## src/rtl/spi_slv_pkg.sv

```systemverilog
package spi_slv_pkg;
  // control-to-datapath strobes, one cycle wide
  typedef struct packed {
    logic loadTx;   // select fell after a long enough idle: reload shifter
    logic capture;  // leading edge: sample incoming bit
    logic shift;    // trailing edge: shift and present next bit
    logic finish;   // trailing edge number 16: byte complete
  } strobe_t;
endpackage

```

## src/rtl/spi_slv_sync.sv

```systemverilog
module spi_slv_sync #(
  parameter int STAGES = 2,
  parameter int W = 3,
  parameter logic [W-1:0] RST_VAL = '0
) (
  input  logic         clk,
  input  logic         rstN,
  input  logic [W-1:0] din,
  output logic [W-1:0] dout
);
  logic [W-1:0] stg [STAGES];

  always_ff @(posedge clk or negedge rstN) begin
    if (!rstN) begin
      for (int s = 0; s < STAGES; s++) stg[s] <= RST_VAL;
    end else begin
      stg[0] <= din;
      for (int s = 1; s < STAGES; s++) stg[s] <= stg[s-1];
    end
  end

  assign dout = stg[STAGES-1];
endmodule

```

## src/rtl/spi_slv_ctrl.sv

```systemverilog
module spi_slv_ctrl
  import spi_slv_pkg::*;
#(
  parameter int DATA_W = 8,
  parameter int SYNC_STAGES = 2,
  parameter int IDLE_W = 8
) (
  input  logic              clk,
  input  logic              rstN,
  input  logic              cfgCpol,
  input  logic [IDLE_W-1:0] idleMinCnt,
  input  logic              spiSelN,
  input  logic              spiSck,
  input  logic              spiMosi,
  output strobe_t           strb,
  output logic              selHigh,
  output logic              mosiS
);
  localparam int EDGES = 2 * DATA_W;
  localparam int CNT_W = $clog2(EDGES);
  localparam logic [CNT_W-1:0] LAST_EDGE = CNT_W'(EDGES - 1);
  localparam logic [IDLE_W-1:0] IDLE_MAX = '1;

  logic selS, sckS, sckPrev, selPrev;
  logic selFall, active, leadEdge, trailEdge;
  logic [CNT_W-1:0] edgeCnt;
  logic [IDLE_W-1:0] idleCnt;

  spi_slv_sync #(.STAGES(SYNC_STAGES), .W(3), .RST_VAL(3'b100)) uSync (
    .clk (clk),
    .rstN(rstN),
    .din ({spiSelN, spiSck, spiMosi}),
    .dout({selS, sckS, mosiS})
  );

  always_ff @(posedge clk or negedge rstN) begin
    if (!rstN) begin
      sckPrev <= 1'b0;
      selPrev <= 1'b1;
    end else begin
      sckPrev <= sckS;
      selPrev <= selS;
    end
  end

  assign selFall   = selPrev & ~selS;
  assign active    = ~selS & ~selFall;
  assign leadEdge  = active & (sckPrev == cfgCpol) & (sckS != cfgCpol);
  assign trailEdge = active & (sckPrev != cfgCpol) & (sckS == cfgCpol);

  // edge counter within a frame, wraps after the last edge
  always_ff @(posedge clk or negedge rstN) begin
    if (!rstN) edgeCnt <= '0;
    else if (selS || selFall) edgeCnt <= '0;
    else if (leadEdge || trailEdge) edgeCnt <= edgeCnt + 1'b1;
  end

  // select-high duration, saturating; starts saturated so the first frame uses tx
  always_ff @(posedge clk or negedge rstN) begin
    if (!rstN) idleCnt <= IDLE_MAX;
    else if (!selS) idleCnt <= '0;
    else if (idleCnt != IDLE_MAX) idleCnt <= idleCnt + 1'b1;
  end

  always_comb begin
    strb.loadTx  = selFall && (idleCnt >= idleMinCnt);
    strb.capture = leadEdge;
    strb.shift   = trailEdge;
    strb.finish  = trailEdge && (edgeCnt == LAST_EDGE);
  end

  assign selHigh = selS;

  // leading and trailing edges never coincide
  a_r3_edge_exclusive: assert property (@(posedge clk) disable iff (!rstN)
    $onehot0({strb.capture, strb.shift}));
  // a deselected slave starts every frame from edge zero
  a_r2_count_cleared: assert property (@(posedge clk) disable iff (!rstN)
    selS |=> (edgeCnt == '0));
  // no frame completes while deselected
  a_r6_no_finish_idle: assert property (@(posedge clk) disable iff (!rstN)
    selS |-> !strb.finish);
endmodule

```

## src/rtl/spi_slv_dpath.sv

```systemverilog
module spi_slv_dpath
  import spi_slv_pkg::*;
#(
  parameter int DATA_W = 8
) (
  input  logic              clk,
  input  logic              rstN,
  input  strobe_t           strb,
  input  logic              selHigh,
  input  logic              mosiS,
  input  logic              cfgLsbFirst,
  input  logic              txWrEn,
  input  logic [DATA_W-1:0] txWrData,
  input  logic              doneClr,
  output logic [DATA_W-1:0] rxData,
  output logic              doneFlag,
  output logic              misoBit,
  output logic              misoEn
);
  logic [DATA_W-1:0] txReg, shReg, shNext, rxReg;
  logic sampleBit, flagQ, misoEnQ;

  always_ff @(posedge clk or negedge rstN) begin
    if (!rstN) txReg <= '0;
    else if (txWrEn) txReg <= txWrData;
  end

  always_ff @(posedge clk or negedge rstN) begin
    if (!rstN) sampleBit <= 1'b0;
    else if (strb.capture) sampleBit <= mosiS;
  end

  // one register serves both directions; after eight shifts it holds the received byte
  assign shNext = cfgLsbFirst ? {sampleBit, shReg[DATA_W-1:1]}
                              : {shReg[DATA_W-2:0], sampleBit};

  always_ff @(posedge clk or negedge rstN) begin
    if (!rstN) shReg <= '0;
    else if (strb.loadTx) shReg <= txReg;
    else if (strb.shift) shReg <= shNext;
  end

  always_ff @(posedge clk or negedge rstN) begin
    if (!rstN) rxReg <= '0;
    else if (strb.finish) rxReg <= shNext;
  end

  always_ff @(posedge clk or negedge rstN) begin
    if (!rstN) flagQ <= 1'b0;
    else if (strb.finish) flagQ <= 1'b1;
    else if (doneClr) flagQ <= 1'b0;
  end

  always_ff @(posedge clk or negedge rstN) begin
    if (!rstN) misoEnQ <= 1'b0;
    else misoEnQ <= ~selHigh;
  end

  assign misoBit  = cfgLsbFirst ? shReg[0] : shReg[DATA_W-1];
  assign misoEn   = misoEnQ;
  assign rxData   = rxReg;
  assign doneFlag = flagQ;

  // a completed byte always raises the flag
  a_r6_flag_on_finish: assert property (@(posedge clk) disable iff (!rstN)
    strb.finish |=> doneFlag);
  // a clear without a finishing frame drops the flag
  a_r7_clear: assert property (@(posedge clk) disable iff (!rstN)
    (doneClr && !strb.finish) |=> !doneFlag);
  // the receive register moves only on frame completion
  a_r6_rx_stable: assert property (@(posedge clk) disable iff (!rstN)
    !strb.finish |=> $stable(rxData));
endmodule

```

## src/rtl/spi_cpha0_slave.sv

```systemverilog
module spi_cpha0_slave
  import spi_slv_pkg::*;
#(
  parameter int DATA_W = 8,
  parameter int SYNC_STAGES = 2,
  parameter int IDLE_W = 8
) (
  input  logic              clk,
  input  logic              rstN,
  input  logic              cfgCpol,
  input  logic              cfgLsbFirst,
  input  logic [IDLE_W-1:0] idleMinCnt,
  input  logic              txWrEn,
  input  logic [DATA_W-1:0] txWrData,
  output logic [DATA_W-1:0] rxData,
  output logic              doneFlag,
  input  logic              doneClr,
  input  logic              spiSelN,
  input  logic              spiSck,
  input  logic              spiMosi,
  output logic              spiMiso,
  output logic              spiMisoEn
);
  strobe_t strb;
  logic selHigh, mosiS;

  spi_slv_ctrl #(.DATA_W(DATA_W), .SYNC_STAGES(SYNC_STAGES), .IDLE_W(IDLE_W)) uCtrl (
    .clk       (clk),
    .rstN      (rstN),
    .cfgCpol   (cfgCpol),
    .idleMinCnt(idleMinCnt),
    .spiSelN   (spiSelN),
    .spiSck    (spiSck),
    .spiMosi   (spiMosi),
    .strb      (strb),
    .selHigh   (selHigh),
    .mosiS     (mosiS)
  );

  spi_slv_dpath #(.DATA_W(DATA_W)) uDpath (
    .clk        (clk),
    .rstN       (rstN),
    .strb       (strb),
    .selHigh    (selHigh),
    .mosiS      (mosiS),
    .cfgLsbFirst(cfgLsbFirst),
    .txWrEn     (txWrEn),
    .txWrData   (txWrData),
    .doneClr    (doneClr),
    .rxData     (rxData),
    .doneFlag   (doneFlag),
    .misoBit    (spiMiso),
    .misoEn     (spiMisoEn)
  );

  // output stays disabled while select has been high for several clocks
  a_r2_quiet_deselected: assert property (@(posedge clk) disable iff (!rstN)
    (spiSelN && $past(spiSelN, 1) && $past(spiSelN, 2) && $past(spiSelN, 3))
      |-> !spiMisoEn);
endmodule

```

## config.mk

```make
export PLATFORM = sky130hd
export DESIGN_NAME = spi_cpha0_slave
export DESIGN_NICKNAME = d
export VERILOG_FILES = /design/src/rtl/spi_slv_pkg.sv /design/src/rtl/spi_slv_sync.sv /design/src/rtl/spi_slv_ctrl.sv /design/src/rtl/spi_slv_dpath.sv /design/src/rtl/spi_cpha0_slave.sv
export SDC_FILE = /design/constraint.sdc
export NUM_CORES = 1
export LEC_CHECK = 0
export ABC_CLOCK_PERIOD_IN_PS = 2800
export BUFFER_PORTS_ARGS = -buffer_cell sky130_fd_sc_hd__buf_2
export CORE_AREA = 2 2 67 69
export DETAILED_ROUTE_END_ITERATION = 6
export DIE_AREA = 0 0 69 71
export GPL_TIMING_DRIVEN = 0
export HOLD_SLACK_MARGIN = 0.06
export PLACE_DENSITY = 0.77
export RECOVER_POWER = 100
export SLEW_MARGIN = 20
export SYNTH_ARGS = -nofsm -noshare
export SYNTH_HDL_FRONTEND = slang
export SYNTH_SLANG_ARGS = --single-unit
```

## constraint.sdc

```tcl
create_clock -name clk -period 2.8 [get_ports clk]
set_input_delay 0.14 -clock clk [delete_from_list [all_inputs] [get_ports clk]]
set_output_delay 0.14 -clock clk [all_outputs]
set_load 0.02 [all_outputs]
```

# Yosys cells after proc, flatten, opt, wreduce, memory -nomap -nowiden
# Cells that the tools add are included.
[op_classes]
addsub = 2
n_mul = 0
div = 0
order_cmp = 1
eq_ne = 7
n_shift = 0
mux = 10
n_bitwise = 8
reduce_logical = 7
[op_table]
columns = ["cell", "count"]
rows = [
  ["$mux 8", 5],
  ["$add 8x1->8 const B", 1],
  ["$ge 8x8->1", 1],
  ["$mux 4", 2],
  ["$ne 8x8->1 const B", 1],
  ["$and 1x1->1", 6],
  ["$reduce_bool 2->1", 3],
  ["$add 4x1->4 const B", 1],
  ["$eq 4x4->1 const B", 1],
  ["$mux 1", 3],
  ["$eq 1x1->1", 2],
  ["$logic_and 1x1->1", 2],
  ["$logic_or 1x1->1", 2],
  ["$ne 1x1->1", 2],
  ["$ne 2x1->1 const B", 1],
  ["$not 1->1", 2],
]
[word_totals]
register_bits = 47
latchBits = 0
mem_bits_rw = 0
mem_bits_ro = 0
in_bits = 25
output_inout_bits = 11
elab_cells = 47
memories = 0

# Logic depth before layout (Yosys ltp)
[logic_depth]
ltp_word = 9
ltp_mapped = 6
mapped_depth_nobuf = 6

# By module
# Synthesis repeated with hierarchy kept, for this count alone.
[hier_totals]
hier_cells = 201
hier_area_um2 = 2272.2
[modules_own_cells]
columns = ["module", "n_inst", "cells_each", "area_per_inst_um2", "seq_area_each_um2"]
rows = [
  ["spi_slv_dpath", 1, 95, 1156.1, 675.6],
  ["spi_slv_ctrl", 1, 97, 940.9, 361.6],
  ["spi_slv_sync", 1, 9, 175.2, 152.6],
]

# Least setup slack after synthesis
# No wires, ideal clock.
[synth_path]
path_type = "reg-to-reg"
start = "register uCtrl.idleCnt[5]"
end = "register uDpath.shReg[7]"
setup_ns = 0.125
t_arrival_ns = 1.942
required_time_ns = 2.675
slack_ns = 0.733
stages_incl_launch_ff = 6
path_buffers = 0
synth_period_minus_slack_ns = 2.067
path_cell_list = "dfstp_2 ha_1 a41oi_1 o21ai_0 a32oi_2 mux2_2"
[synth_between]
elab_chain_cells = 3
word_cells_on_any_way = 4
cone_classes = "1 x order compare; 1 x mux; 2 x reduce/logical"
[synth_rtl]
columns = ["element", "line_no", "source"]
rows = [
  ["from (decl)", "spi_slv_ctrl.sv:27", "logic [IDLE_W-1:0] idleCnt;"],
  ["from (signal assigned)", "spi_slv_ctrl.sv:62", "else if (idleCnt != IDLE_MAX) idleCnt <= idleCnt + 1'b1;"],
  ["$ge 8x8->1 (*)", "spi_slv_ctrl.sv:66", "strb.loadTx = selFall && (idleCnt >= idleMinCnt);"],
  ["$logic_and 1x1->1 (*)", "spi_slv_ctrl.sv:66", ""],
  ["$mux 8 / $reduce_bool 2->1 (equally long branches)", "--", ""],
  ["to (signal assigned)", "spi_slv_dpath.sv:39", "else if (strb.loadTx) shReg <= txReg;"],
  ["to (signal assigned)", "spi_slv_dpath.sv:40", "else if (strb.shift) shReg <= shNext;"],
  ["to (decl)", "spi_slv_dpath.sv:20", "logic [DATA_W-1:0] txReg, shReg, shNext, rxReg;"],
]
# Every way passes the cells marked *; elsewhere a longest branch is shown, timed or not.
# A chain may end at the register's enable or synchronous reset.

# Final worst setup path
[layout_path]
start = "register uCtrl.uSync.stg, in the netlist uCtrl.uSync.dout[2]"
end = "register uDpath.shReg[7]"
[layout_between]
elab_chain_cells = 7
word_cells_on_any_way = 9
cone_classes = "1 x mux; 6 x bitwise; 2 x reduce/logical"
[layout_rtl]
columns = ["element", "line_no", "source"]
rows = [
  ["from (decl)", "spi_slv_sync.sv:11", "logic [W-1:0] stg [STAGES];"],
  ["$not 1->1 (*)", "spi_slv_ctrl.sv:46, spi_slv_ctrl.sv:47", ""],
  ["$and 1x1->1", "spi_slv_ctrl.sv:46", "assign selFall = selPrev & ~selS;"],
  ["$not 1->1", "spi_slv_ctrl.sv:47", "assign active = ~selS & ~selFall;"],
  ["$and 1x1->1", "spi_slv_ctrl.sv:47", ""],
  ["$and 1x1->1 (2 in a row)", "spi_slv_ctrl.sv:49", "assign trailEdge = active & (sckPrev != cfgCpol) & (sckS == cfgCpol);"],
  ["$reduce_bool 2->1 (no source line)", "--", ""],
]
# Marked as above.

==> metrics.txt <==
# TYPE chip_impl_metric gauge
chip_impl_metric{name="filler_cell_count",unit=""} 354
chip_impl_metric{name="report.final.setup_viol",unit=""} 0
chip_impl_info{name="netlist.top_cell.by_area",value="sky130_fd_sc_hd__dfrtp_1"} 1
chip_impl_metric{name="top_cell_type_s_share_of_synthesized_area",unit=""} 0.398
chip_impl_metric{name="max_slew_margin",unit=""} 0.259
chip_impl_info{name="cp_slowest_cell",value="sky130_fd_sc_hd__dfstp_1"} 1
chip_impl_metric{name="initial_core_util",unit=""} 0.539
chip_impl_info{name="timing.critical_path.to_type",value="register"} 1
chip_impl_metric{name="routed_via_density",unit=""} 5.19
chip_impl_metric{name="crit_required",unit="ps"} 2980
chip_impl_metric{name="num-nets-final",unit=""} 285
chip_impl_metric{name="cts.sink_count",unit=""} 47
chip_impl_metric{name="postLayoutSetupSlackWorst",unit="ps"} 416
chip_impl_metric{name="postCtsSetupBuffers",unit=""} 0
chip_impl_metric{name="synthMuxAreaShare",unit=""} 0.155
chip_impl_info{name="unrepaired_setup_endpoints_after_global_routing",value="false"} 1
chip_impl_metric{name="yosys.area_share.simple",unit=""} 0.106
chip_impl_metric{name="layout.core_utilization",unit=""} 0.634
chip_impl_metric{name="wl_met1",unit="mm"} 1.80
chip_impl_metric{name="syn-num-nets",unit=""} 235
chip_impl_metric{name="synth-seq-cells",unit=""} 47
chip_impl_metric{name="maxClockFrequency",unit="MHz"} 420
chip_impl_metric{name="hpwl",unit="mm"} 2.82
chip_impl_metric{name="route.antenna.remaining_nets",unit=""} 0
chip_impl_metric{name="power.density",unit="nW/um2"} 547
chip_impl_metric{name="arrival_worst_endpoint",unit="ps"} 2570
chip_impl_metric{name="die-area",unit="um2"} 4900
chip_impl_info{name="crit_chain",value="or2_2 -> clkbuf_1 -> a21o_2 -> clkbuf_1 -> mux2i_1 -> mux2_2"} 1
chip_impl_info{name="cts_tree",value="built"} 1
chip_impl_info{name="path_delay_family",value="buffers and inverters"} 1
chip_impl_metric{name="share_of_post_route_cells_with_drive_strength_above_1",unit=""} 0.243
chip_impl_metric{name="syn_avg_cell_area",unit="um2"} 11.3
chip_impl_metric{name="tightest_slew",unit="ps"} 1110
chip_impl_metric{name="core",unit="um2"} 4200
chip_impl_metric{name="final.period_utilization",unit=""} 0.851
chip_impl_info{name="start_kind",value="register"} 1
chip_impl_metric{name="detail_route.wl_per_cell",unit="um"} 13.0
chip_impl_metric{name="compound_gate_portion_of_the_synthesized_area",unit=""} 0.0922
chip_impl_metric{name="grt-ovfl-total",unit=""} 0
chip_impl_metric{name="place.port_buffers",unit=""} 34
chip_impl_metric{name="final_period_minus_worst_setup_slack",unit="ps"} 2380
chip_impl_metric{name="clock_latency_of_the_later_clocked_register_in_the_worst_skew_pair",unit="ps"} 290
chip_impl_metric{name="die_width",unit="um"} 69
chip_impl_metric{name="max_cap_viol_count",unit=""} 0
chip_impl_metric{name="fin_worst_skew",unit="ps"} 6.63
chip_impl_metric{name="clk_path_buf_depth",unit=""} 2
chip_impl_metric{name="synthAdderAreaFrac",unit=""} 0.0552
chip_impl_info{name="main_combinational_cell_family_by_area_after_synthesis",value="multiplexers"} 1
chip_impl_metric{name="clkTransAtPathRegs",unit="ps"} 80
chip_impl_metric{name="wire_length_of_the_first_global_routing_pass",unit="mm"} 6.80
chip_impl_metric{name="number_of_h_tree_levels",unit=""} 2
chip_impl_metric{name="tritoncts.num_buffers",unit=""} 5
chip_impl_info{name="status",value="completed"} 1
chip_impl_metric{name="io-pin-count",unit=""} 36
chip_impl_metric{name="synth.distinct_cells",unit=""} 35
chip_impl_info{name="setup.worst_path.class",value="reg -> reg"} 1
chip_impl_info{name="worst_hold_path_type",value="in -> reg"} 1
chip_impl_metric{name="drt_pass1_iterations",unit=""} 4
chip_impl_metric{name="area_growth_syn_to_layout",unit="%"} 17.6
chip_impl_metric{name="total_count_of_max_transition_violations_in_the_final_report",unit=""} 0
chip_impl_metric{name="hold_viol",unit=""} 0
chip_impl_metric{name="largest_net_degree_at_the_start_of_global_routing",unit=""} 48
chip_impl_metric{name="routed-wl-met2",unit="mm"} 1.95
chip_impl_metric{name="cp_slowest_stage_delay",unit="ps"} 690
chip_impl_metric{name="setup-tns-final",unit="ps"} 0
chip_impl_metric{name="floorplan.rows",unit=""} 24
chip_impl_metric{name="syn-instance-count",unit=""} 200
chip_impl_metric{name="num_antenna_cells",unit=""} 0
chip_impl_info{name="timing.critical_path.mode_cell",value="sky130_fd_sc_hd__clkbuf_1"} 1
chip_impl_metric{name="layout.cells.non_filler",unit=""} 303
chip_impl_metric{name="antenna_found_initial",unit=""} 0
chip_impl_metric{name="multi_input_comb_area",unit="um2"} 970
chip_impl_info{name="most_area_consuming_cells_after_synthesis",value="sky130_fd_sc_hd__dfrtp_1 (40%), sky130_fd_sc_hd__dfstp_2 (13%), sky130_fd_sc_hd__mux2_2 (8.0%)"} 1
chip_impl_metric{name="syn_area",unit="um2"} 2270
chip_impl_metric{name="critical_path_buf_inv_count",unit=""} 2
chip_impl_metric{name="critPathMaxFanout",unit=""} 9
chip_impl_info{name="dr.max_layer_used",value="met4"} 1
chip_impl_metric{name="route.met3.wl",unit="um"} 144
chip_impl_metric{name="detailroute.via_count",unit=""} 1574
chip_impl_metric{name="p_leak",unit="nW"} 1.35
chip_impl_metric{name="numPlacedInstances",unit=""} 286
chip_impl_metric{name="routabilityCongestion",unit=""} 0.762
chip_impl_metric{name="synth-seq-area-share",unit=""} 0.525
chip_impl_metric{name="wl",unit="mm"} 3.95
chip_impl_metric{name="ir_worst_vdd",unit="uV"} 467
chip_impl_metric{name="number_of_global_route_vias_before_repair",unit=""} 1542
chip_impl_metric{name="initialDrtViolationCount",unit=""} 81
chip_impl_metric{name="dp_slack",unit="ps"} 501
chip_impl_metric{name="warnings_from_yosys",unit=""} 0
chip_impl_info{name="root_buffer",value="sky130_fd_sc_hd__clkbuf_8"} 1
chip_impl_metric{name="synth_xor_area_frac",unit=""} 0.0232
chip_impl_metric{name="total_power",unit="mW"} 1.46
chip_impl_metric{name="drc",unit=""} 0
chip_impl_metric{name="fp.dieH",unit="um"} 71
chip_impl_metric{name="regArea",unit="um2"} 1190
chip_impl_metric{name="groute.usage.overall",unit=""} 0.175
## synthesized netlist by cell type (all sizes together)
library cell,count
dfrtp,36
inv,21
o21ai,18
mux2i,17
mux2,16
nand2,15
nor2,12
dfstp,11
ha,10
a21oi,5
xor2,5
nand3,4
and4,2
buf,2
clkbuf,2
nand3b,2
nand4,2
nor3,2
nor3b,2
or2,2
a211oi,1
a21o,1
a221oi,1
a31oi,1
a32oi,1
a41oi,1
and3,1
nor4b,1
o211a,1
o22ai,1
o311ai,1
or3b,1
or4b,1
xnor2,1
## path summary, 6_finish.rpt
path / startpoint / slack (ps) / endpoint / cells after the start
min: txWrData[0] / 60 / uDpath.txReg[0] / 3
max: uCtrl.uSync.dout[2] / 420 / uDpath.shReg[7] / 6
max reg2reg: uCtrl.uSync.dout[2] / 420 / uDpath.shReg[7] / 6
min in group asynchronous: rstN / 590 / uCtrl.uSync.dout[1] / 2
min reg2reg: uCtrl.uSync.stg[4] / 360 / uCtrl.uSync.dout[1] / 0
max in group asynchronous: rstN / 1530 / uDpath.shReg[5] / 2
## cell usage in the layout, fill, tap and decap left out, types with 9 or more instances in the layout
| cell | n |
|---|---|
| sky130_fd_sc_hd__buf_2 | 22 |
| sky130_fd_sc_hd__clkbuf_1 | 16 |
| sky130_fd_sc_hd__dfrtp_1 | 36 |
| sky130_fd_sc_hd__dfstp_2 | 9 |
| sky130_fd_sc_hd__dlygate4sd3_1 | 9 |
| sky130_fd_sc_hd__ha_1 | 10 |
| sky130_fd_sc_hd__inv_1 | 21 |
| sky130_fd_sc_hd__mux2_2 | 16 |
| sky130_fd_sc_hd__mux2i_1 | 17 |
| sky130_fd_sc_hd__nand2_1 | 15 |
| sky130_fd_sc_hd__nor2_1 | 12 |
| sky130_fd_sc_hd__o21ai_0 | 18 |
## logic make-up after synthesis
family,Yosys count
adders and majority gates,10
and+or+nand+nor,47
AOI/OAI and AO/OA,32
muxes,33
DFF,47
buffers and inverters,25
xor gates and xnor gates,6
## layout make-up
cell class / instances / share of cell area
Multi-Input combinational cell: 128 / 0.364
Timing Repair Buffer: 43 / 0.0925
Inverter: 21 / 0.0296
Clock buffer: 8 / 0.0376
Sequential cell: 47 / 0.446
Buffer: 4 / 0.00563
Tap cell: 52 / 0.0244
## per-stage QoR
step                      hold WS, ps  instance area, um2
after floorplan                  -156                2270
after global placement            245                2500
after detailed placement          246                2500
after CTS                        64.3                2690
after global routing             71.0                2670
final                            60.9                2670
## where the power goes
| part | total, mW | internal, mW | switching (mW) |
|---|---|---|---|
| clock network | 0.436 | 0.225 | 0.210 |
| registers | 0.798 | 0.748 | 0.0495 |
| logic | 0.225 | 0.112 | 0.113 |
## worst min-delay path, cell delays in order
cell and delay, ps:
sky130_fd_sc_hd__buf_2 80, sky130_fd_sc_hd__nand2_1 40, sky130_fd_sc_hd__o21ai_0 60
## flip-flops by register name, summed over array words and instances (netlist names)
register          cells
uCtrl.edgeCnt         4
uCtrl.idleCnt         8
uCtrl.sckPrev         1
uCtrl.selPrev         1
uCtrl.uSync.dout      3
uCtrl.uSync.stg       3
uDpath.doneFlag       1
uDpath.misoEn         1
uDpath.rxData         8
uDpath.sampleBit      1
uDpath.shReg          8
uDpath.txReg          8
## per-layer routing
layer  track usage  vias to the layer above
met5             0                        -
met4        0.0588                        0
met3        0.0427                        7
met2         0.292                       33
met1         0.227                      734
li1              -                      800
## repair_timing
item / CTS / global route
gates resized for setup: 0 / 0
hold endpoints to repair: 44 / 0
hold buffers: 9 / 0
Power figures use the tool's default switching activity.
